===== src/rtl/necc_pkg.sv =====
package necc_pkg;
  parameter int IDX_W  = 8;              // byte index bits inside one half
  parameter int HALVES = 2;              // halves per sector
  localparam int HS_W  = $clog2(HALVES);
  localparam int LP_W  = 2 * IDX_W;
  localparam int CP_W  = 6;
  localparam int SECT  = HALVES << IDX_W;
  localparam int CNT_W = IDX_W + HS_W + 1;

  localparam logic [7:0] MODE_CLEAR  = 8'hF4;
  localparam logic [7:0] MODE_CALC   = 8'hB4;
  localparam logic [7:0] MODE_RESULT = 8'hD4;

  typedef enum logic [1:0] {ST_IDLE, ST_CLEAR, ST_CALC, ST_RESULT} necc_state_e;

  // column parity over fixed bit masks of one byte
  function automatic logic [CP_W-1:0] col_par(input logic [7:0] b);
    return {^(b & 8'hF0), ^(b & 8'h0F), ^(b & 8'hCC),
            ^(b & 8'h33), ^(b & 8'hAA), ^(b & 8'h55)};
  endfunction

  // line parity contribution: byte parity lands on one bit per index bit
  function automatic logic [LP_W-1:0] line_par(input logic [7:0] b,
                                                input logic [IDX_W-1:0] idx);
    logic [LP_W-1:0] r;
    logic p;
    r = '0;
    p = ^b;
    for (int k = 0; k < IDX_W; k++) r[2*k + (idx[k] ? 1 : 0)] = p;
    return r;
  endfunction

  // three code bytes {byte0, byte1, byte2}, parity inverted
  function automatic logic [23:0] code_bytes(input logic [LP_W-1:0] lp,
                                              input logic [CP_W-1:0] cp);
    return {~lp[15:8], ~lp[7:0], ~cp, 2'b11};
  endfunction
endpackage


===== src/rtl/necc_mode_ctl.sv =====
module necc_mode_ctl
  import necc_pkg::*;
(
  input  logic        clk,
  input  logic        rst_n,
  input  logic        mode_we,
  input  logic [7:0]  mode_val,
  output necc_state_e state,
  output logic        clr_pulse,
  output logic        go_result
);
  necc_state_e nxt;

  always_comb begin
    case (mode_val)
      MODE_CLEAR:  nxt = ST_CLEAR;
      MODE_CALC:   nxt = ST_CALC;
      MODE_RESULT: nxt = ST_RESULT;
      default:     nxt = ST_IDLE;
    endcase
  end

  assign clr_pulse = mode_we && (mode_val == MODE_CLEAR);
  assign go_result = mode_we && (mode_val == MODE_RESULT);

  always_ff @(posedge clk or negedge rst_n) begin
    if (!rst_n)       state <= ST_IDLE;
    else if (mode_we) state <= nxt;
  end
endmodule


===== src/rtl/necc_half_acc.sv =====
module necc_half_acc
  import necc_pkg::*;
(
  input  logic             clk,
  input  logic             rst_n,
  input  logic             clr,
  input  logic             en,
  input  logic [IDX_W-1:0] idx,
  input  logic [7:0]       b,
  output logic [LP_W-1:0]  lp,
  output logic [CP_W-1:0]  cp
);
  always_ff @(posedge clk or negedge rst_n) begin
    if (!rst_n) begin
      lp <= '0;
      cp <= '0;
    end else if (clr) begin
      lp <= '0;
      cp <= '0;
    end else if (en) begin
      lp <= lp ^ line_par(b, idx);
      cp <= cp ^ col_par(b);
    end
  end
endmodule


===== src/rtl/necc_result_pack.sv =====
module necc_result_pack
  import necc_pkg::*;
(
  input  logic            clk,
  input  logic            rst_n,
  input  logic            restart,
  input  logic            adv,
  input  logic [LP_W-1:0] lp_a,
  input  logic [CP_W-1:0] cp_a,
  input  logic [LP_W-1:0] lp_b,
  input  logic [CP_W-1:0] cp_b,
  output logic [1:0]      rd_ptr,
  output logic [15:0]     word
);
  localparam logic [1:0] LAST = 2'd2;
  logic [23:0] ca, cb;

  assign ca = code_bytes(lp_a, cp_a);
  assign cb = code_bytes(lp_b, cp_b);

  always_ff @(posedge clk or negedge rst_n) begin
    if (!rst_n)       rd_ptr <= '0;
    else if (restart) rd_ptr <= '0;
    else if (adv)     rd_ptr <= (rd_ptr == LAST) ? 2'd0 : rd_ptr + 2'd1;
  end

  always_comb begin
    case (rd_ptr)
      2'd0:    word = {ca[23:16], ca[15:8]};
      2'd1:    word = {cb[15:8],  ca[7:0]};
      default: word = {cb[7:0],   cb[23:16]};
    endcase
  end
endmodule


===== src/rtl/necc_top.sv =====
module necc_top (
  input  logic        clk,
  input  logic        rst_n,
  input  logic        mode_we,
  input  logic [7:0]  mode_val,
  input  logic        byte_vld,
  input  logic [7:0]  byte_val,
  input  logic        res_rd,
  output logic        res_mode,
  output logic [15:0] res_word
);
  import necc_pkg::*;

  necc_state_e      state;
  logic             clr_pulse, go_result, acc_fire;
  logic [CNT_W-1:0] cnt;
  logic [HS_W-1:0]  half_sel;
  logic [1:0]       rd_ptr;
  logic [LP_W-1:0]  lp_arr [HALVES];
  logic [CP_W-1:0]  cp_arr [HALVES];

  necc_mode_ctl u_ctl (
    .clk(clk), .rst_n(rst_n), .mode_we(mode_we), .mode_val(mode_val),
    .state(state), .clr_pulse(clr_pulse), .go_result(go_result)
  );

  assign acc_fire = (state == ST_CALC) && byte_vld && !clr_pulse
                    && (cnt < CNT_W'(SECT));
  assign half_sel = cnt[IDX_W +: HS_W];

  always_ff @(posedge clk or negedge rst_n) begin
    if (!rst_n)         cnt <= '0;
    else if (clr_pulse) cnt <= '0;
    else if (acc_fire)  cnt <= cnt + 1'b1;
  end

  for (genvar h = 0; h < HALVES; h++) begin : g_half
    necc_half_acc u_acc (
      .clk(clk), .rst_n(rst_n), .clr(clr_pulse),
      .en(acc_fire && (half_sel == HS_W'(h))),
      .idx(cnt[IDX_W-1:0]), .b(byte_val),
      .lp(lp_arr[h]), .cp(cp_arr[h])
    );
  end

  assign res_mode = (state == ST_RESULT);

  necc_result_pack u_pack (
    .clk(clk), .rst_n(rst_n), .restart(go_result), .adv(res_rd && res_mode),
    .lp_a(lp_arr[0]), .cp_a(cp_arr[0]), .lp_b(lp_arr[1]), .cp_b(cp_arr[1]),
    .rd_ptr(rd_ptr), .word(res_word)
  );
endmodule


===== config.mk =====
export PLATFORM = sky130hd
export DESIGN_NAME = necc_top
export DESIGN_NICKNAME = d
export VERILOG_FILES = /design/src/rtl/necc_pkg.sv /design/src/rtl/necc_mode_ctl.sv /design/src/rtl/necc_half_acc.sv /design/src/rtl/necc_result_pack.sv /design/src/rtl/necc_top.sv
export SDC_FILE = /design/constraint.sdc
export NUM_CORES = 1
export LEC_CHECK = 0
export ABC_CLOCK_PERIOD_IN_PS = 5800
export BUFFER_PORTS_ARGS = -buffer_cell sky130_fd_sc_hd__buf_2
export CORE_ASPECT_RATIO = 1.5
export CORE_MARGIN = 2
export CORE_UTILIZATION = 35
export CTS_CLUSTER_DIAMETER = 80
export DETAILED_ROUTE_END_ITERATION = 6
export SETUP_SLACK_MARGIN = 0.05
export SYNTH_ARGS = -nofsm -noshare
export SYNTH_HDL_FRONTEND = slang
export SYNTH_SLANG_ARGS = --single-unit

===== constraint.sdc =====
create_clock -name clk -period 5.8 [get_ports clk]
set_clock_uncertainty 0.05 [all_clocks]
set_input_delay 0.29 -clock clk [delete_from_list [all_inputs] [get_ports clk]]
set_output_delay 0.29 -clock clk [all_outputs]
set_load 0.02 [all_outputs]

Word-level counts from Yosys, hierarchy flattened
Index checks and enable logic that the tools add are counted.

cells by class
  equality and inequality tests = 7
  bitwise operators = 12
  reductions and logical operators = 29
  muxes and demuxes = 46
  $add $sub $neg = 9
  $lt $le $gt $ge = 17

operators by type and width
  cell                                                                 count
  greater-or-equal comparator 32 x 1 -> 1 bit (second input constant)  8
  less-than comparator 32 x 6 -> 1 bit (second input constant)         8
  adder 5 x 32 -> 32 bit (first input constant)                        4
  bitwise mux 16 bit                                                   7
  adder 4 x 32 -> 32 bit (first input constant)                        2
  2-to-1 mux 16 bit                                                    4
  parity 8 bit                                                         7
  adder 3 x 32 -> 32 bit (first input constant)                        1
  demux 1 bit (select 4 bit)                                           8
  NOT 8 bit                                                            4
  case mux 16 bit (2 select lines)                                     1
  XOR 16 bit                                                           2
  equality test 8 bit (second input constant)                          3
  2-to-1 mux 6 bit                                                     4
  2-to-1 mux 10 bit                                                    2
  bitwise AND 16 bit                                                   1
  logical AND 1 bit                                                    16
  2-to-1 mux 1 bit                                                     16
  NOT 6 bit                                                            2
  XOR 6 bit                                                            2
  adder 10 x 1 -> 10 bit (second input constant)                       1
  less-than comparator 10 bit (second input constant)                  1
  nonzero test 2 bit                                                   4
  equality test 2 bit (second input constant)                          3
  7 further kinds                                                      9

storage, ports and cells
  register bits after elaboration = 58
  word-level logic and storage cells = 127
  input bits = 21
  output and inout port bits = 17

Depth between registers and ports, before layout
  depth in word-level cells = 16
  gate-level depth with buffers = 7
  depth with buffers taken out = 5

By module
From an unflattened synthesis, not the netlist that was laid out.

unflattened totals
  cell total of the unflattened synthesis = 364
  area, all modules = 3437.0 um^2

by module, submodules not included
  module                           times used  area each (um^2)  seq. area each (um^2)  cells an instance
  necc_half_acc (g_half[1].u_acc)  1           1162.4            550.5                  126
  necc_half_acc (g_half[0].u_acc)  1           1158.6            550.5                  126
  necc_top                         1           526.8             250.2                  56
  necc_result_pack                 1           457.9             50.0                   43
  necc_mode_ctl                    1           131.4             50.0                   13

Worst setup path before layout
No wires, ideal clock.

  kind = register -> output
  start point = register u_pack.rd_ptr[0]
  end point = output res_word[10]
  slack = 3.713 ns
  path buffers = 2
  cell stages (with the launch flop) = 6
  arrival time = 1.747 ns
  required time = 5.460 ns
  path through = dfrtp_1 -> clkbuf_1 -> buf_1 -> mux2i_1 -> nor2_1 -> a21oi_1

between the ends
  cells in the longest elaborated chain, start to end = 2
  elaborated cells between the ends (all ways) = 3
  classes of those cells = eq/ne: 1; mux: 1; reduce/logical: 1

RTL lines
  item                                                               RTL line                RTL
  start: declaration                                                 necc_result_pack.sv:12  output logic [1:0] rd_ptr,
  start signal: assignment                                           necc_result_pack.sv:24  else if (adv) rd_ptr <= (rd_ptr == LAST) ? 2'd0 : rd_ptr + 2'd1;
  equality test 2 x 1 -> 1 bit or logical NOT 2 bit (tied branches)  necc_result_pack.sv:28  case (rd_ptr)
  case mux 16 bit (2 select lines) *                                 necc_result_pack.sv:28
  end: declaration                                                   necc_top.sv:10          output logic [15:0] res_word

Mark *: on every way between the ends. The rest lies on a longest branch, timed or not.

Worst setup path in the final report
  start point = register u_pack.rd_ptr[0]
  end point = output res_word[4]

Same word-level chain as after synthesis.

==> summary.txt <==
Logic synthesis
  • Post-Synthesis Cells: 358
  • Largest family of logic cells by synthesized area: simple AND/OR/NAND/NOR gates
  • Most common cell in the netlist: a21oi_1
  • Leading cell types by count after synthesis: a21oi_1 (62), dfrtp_1 (58), o21ai_0 (32), or3_1 (29), clkbuf_1 (26)
  • Largest area contributor in the netlist: dfrtp_1
  • Mapped cell area: 3170 sq um
  • Synth Warn #: 0
  • Syn Nets: 380
  • Sequential-to-total area share from yosys stat: 45.8%
  • Synth Register Bits: 58
  • Area contributors post-synth: dfrtp_1 (46%), a21oi_1 (9.8%), or3_1 (5.7%)
  • Post-synthesis mux area share: 4.74%
  • Synth Area in Adders: 0.395%
  • Top FF cell, synth: dfrtp_1
  • Distinct cells, synth: 27
  • Asr flop ratio synth: 100%
  • Synth Area in XOR/XNOR: 6.08%
  • Average size of a mapped cell: 8.86 sq um
  • Top cell type's share of synthesized area: 45.8%
  • Simple-gate area share of the yosys netlist: 20.2%
  • Post-synth EDFFs: 0
  • Synth Area in Compound Gates: 18.6%

Floorplan
  • IO Count: 38
  • Chip height: 121 um
  • Starting density of the core: 35.9%
  • Area of the core: 8830 sq um
  • DIE AREA: 9850 sq um
  • FP Rows: 42
  • Width of the die: 81.7 um

Clock tree
  • Postcts setup bufs: 0
  • Clk Latency, worst-skew pair: 0.33 ns
  • Root Driver: clkbuf_16
  • Hold buffer count at CTS: 0
  • Clock Tree Buf Depth: 2
  • Post_cts resized: 0
  • CTS H-tree lvls: 3
  • CTS tree: done
  • CTS clk-pin slew, worst paths: 0.05 ns
  • CTS Sinks: 58
  • CTS buffer count: 9

Timing
  • Final-report hold violation count: 0
  • Tmin final: 2.43 ns
  • FMAX: 412 MHz
  • Final setup TNS: 0 ns
  • Slew Viols, Final: 0
  • Max_slew headroom: 26.3%
  • Final setup fails: 0
  • Worst slew pin tran: 1.11 ns
  • RSZ-0062 raised after global routing: no
  • Final Cycle Share: 41.9%

Worst setup path
  • R2r worst-path depth: 5
  • Crit Path Max Fanout: 19
  • Reg2reg end: g_half[1].u_acc.lp[8]$_DFFE_PN0P_
  • R2r setup slk: 3.51 ns
  • Slowest library cell on the worst path: dfrtp_1
  • Data arrival time of the critical path: 2.09 ns
  • CP Cell Sequence: mux2i_1, nor2_1, a21oi_1, buf_2
  • Worst r2r src: u_ctl.state[0]$_DFFE_PN0P_
  • Setup crit end kind: primary output
  • Bufs and invs on worst path: 1
  • WS Path Type: reg -> out
  • Kind of cell adding the most delay to the critical path: flip-flops
  • Max stage delay on crit path: 1.02 ns
  • Worst setup SP type: register
  • Required @ worst endpoint: 5.46 ns

Worst hold path
  • Worst min path class: in -> async

Final layout
  • Area grow syn2layout: 14.9%
  • # diodes: 0
  • Fin nets: 399
  • Filler cell count: 867
  • Layout cells sized above 1: 14.2%
  • Fin cells: 489

Power
  • Peak supply drop: 255 uV
  • Overall Power: 1.10 mW
  • Power Dens Cells: 301 nW/um^2
  • Static leakage: 1.49 nW

Global route
  • Number of global-route vias before repair: 2,610
  • GR Overflow Total: 0
  • Initial antenna violation count: 0
  • GRT Util Overall: 17.1%
  • First-pass GRT wire length: 12.8 mm
  • Largest net degree at the start of global routing: 65

Placement
  • Post-DP HPWL: 4.88 mm
  • Placed Cells: 476
  • Port bufs: 37
  • Placer Congestion: 0.817

Detailed routing
  • Vias per inst: 5.60
  • Drt wl/cell: 15.7 um
  • Pre-antenna DRT Iters: 4
  • Final ANT Viol Nets: 0
  • Initial detailed-routing violation count: 190
  • Drt total wl: 7.66 mm
  • DRC viols: 0
  • Via Count: 2,738

Outcome
  • Outcome: complete, no violations

Flow run
  • Total of max-cap violations: 0
==> layout make-up <==
cell class | count | area, sq um | share of cell area, %
Inverter | 3 | 11.3 | 0.309
Clock inverter | 1 | 5.00 | 0.137
Timing Repair Buffer | 40 | 208 | 5.70
Clock buffer | 12 | 236 | 6.49
Multi-Input combinational cell | 265 | 1590 | 43.8
Tap cell | 110 | 138 | 3.78
Sequential cell | 58 | 1450 | 39.8
==> power by group <==
group	leakage (nW)	switching, mW	internal (mW)
clock	0.118	0.169	0.280
combinational	0.575	0.121	0.0624
sequential	0.798	0.0323	0.433
total	1.49	0.323	0.776
==> worst register-to-register path: stages, from the launching register on <==
cell,delay (ns)
dfrtp_1,0.38
nor4bb_1,0.29
buf_4,0.22
nand2_1,0.49
or4_1,0.61
a21oi_1,0.16
==> worst max path at each step <==
stage                                            start                                end  slack (ns)  depth (start not counted)
after floorplan           u_pack.rd_ptr[0]$_DFFE_PN0P_                       res_word[10]        3.71                          5
after global placement                        byte_vld  g_half[1].u_acc.lp[0]$_DFFE_PN0P_        3.54                          6
after detailed placement                      byte_vld  g_half[1].u_acc.lp[8]$_DFFE_PN0P_        3.51                          6
after CTS                 u_pack.rd_ptr[0]$_DFFE_PN0P_                        res_word[4]        3.32                          4
after global routing      u_pack.rd_ptr[0]$_DFFE_PN0P_                        res_word[6]        3.24                          4
final                     u_pack.rd_ptr[0]$_DFFE_PN0P_                        res_word[4]        3.37                          4
==> sequential cells by signal, summed over array words and instances, names as in the netlist <==
name,flops
u_ctl.state,2
cnt,10
g_half.u_acc.lp,32
g_half.u_acc.cp,12
u_pack.rd_ptr,2
==> through the flow <==
step                      instance area, sq um  setup slack, ns  hold WS, ns  utilization, %
after floorplan                           3170             3.71      -0.0556               -
after CTS                                 3640             3.32       0.0970            41.3
final                                     3640             3.37       0.0645            41.3
after detailed placement                  3400             3.51        0.449            38.5
after global routing                      3640             3.24        0.124            41.3
after global placement                    3400             3.54        0.434            38.5
==> kinds of logic after synthesis <==
group | count (synthesis)
compound gates | 110
xor+xnor | 22
fa+ha+maj | 1
buf+inv | 35
flops | 58
mux | 15
simple gates | 117
==> layout by cell type, fill, tap and decap left out, types with 5 or more instances in the layout <==
cell,instances
or4_1,17
nand2_1,25
xor2_1,6
clkbuf_16,9
nor2_1,25
a21oi_1,62
xnor2_1,15
o31ai_1,16
or3_1,29
o21ai_0,32
buf_2,37
and2_1,5
dfrtp_1,58
mux2i_1,15
==> routing by layer <==
layer	GRT usage [%]	up-vias	wire, um
li1	-	1321	-
met1	20.9	1353	3330
met2	28.5	49	3900
met3	3.28	15	252
met4	7.60	0	172
met5	0	-	0
Note: power is estimated with default switching activity, not from simulation.
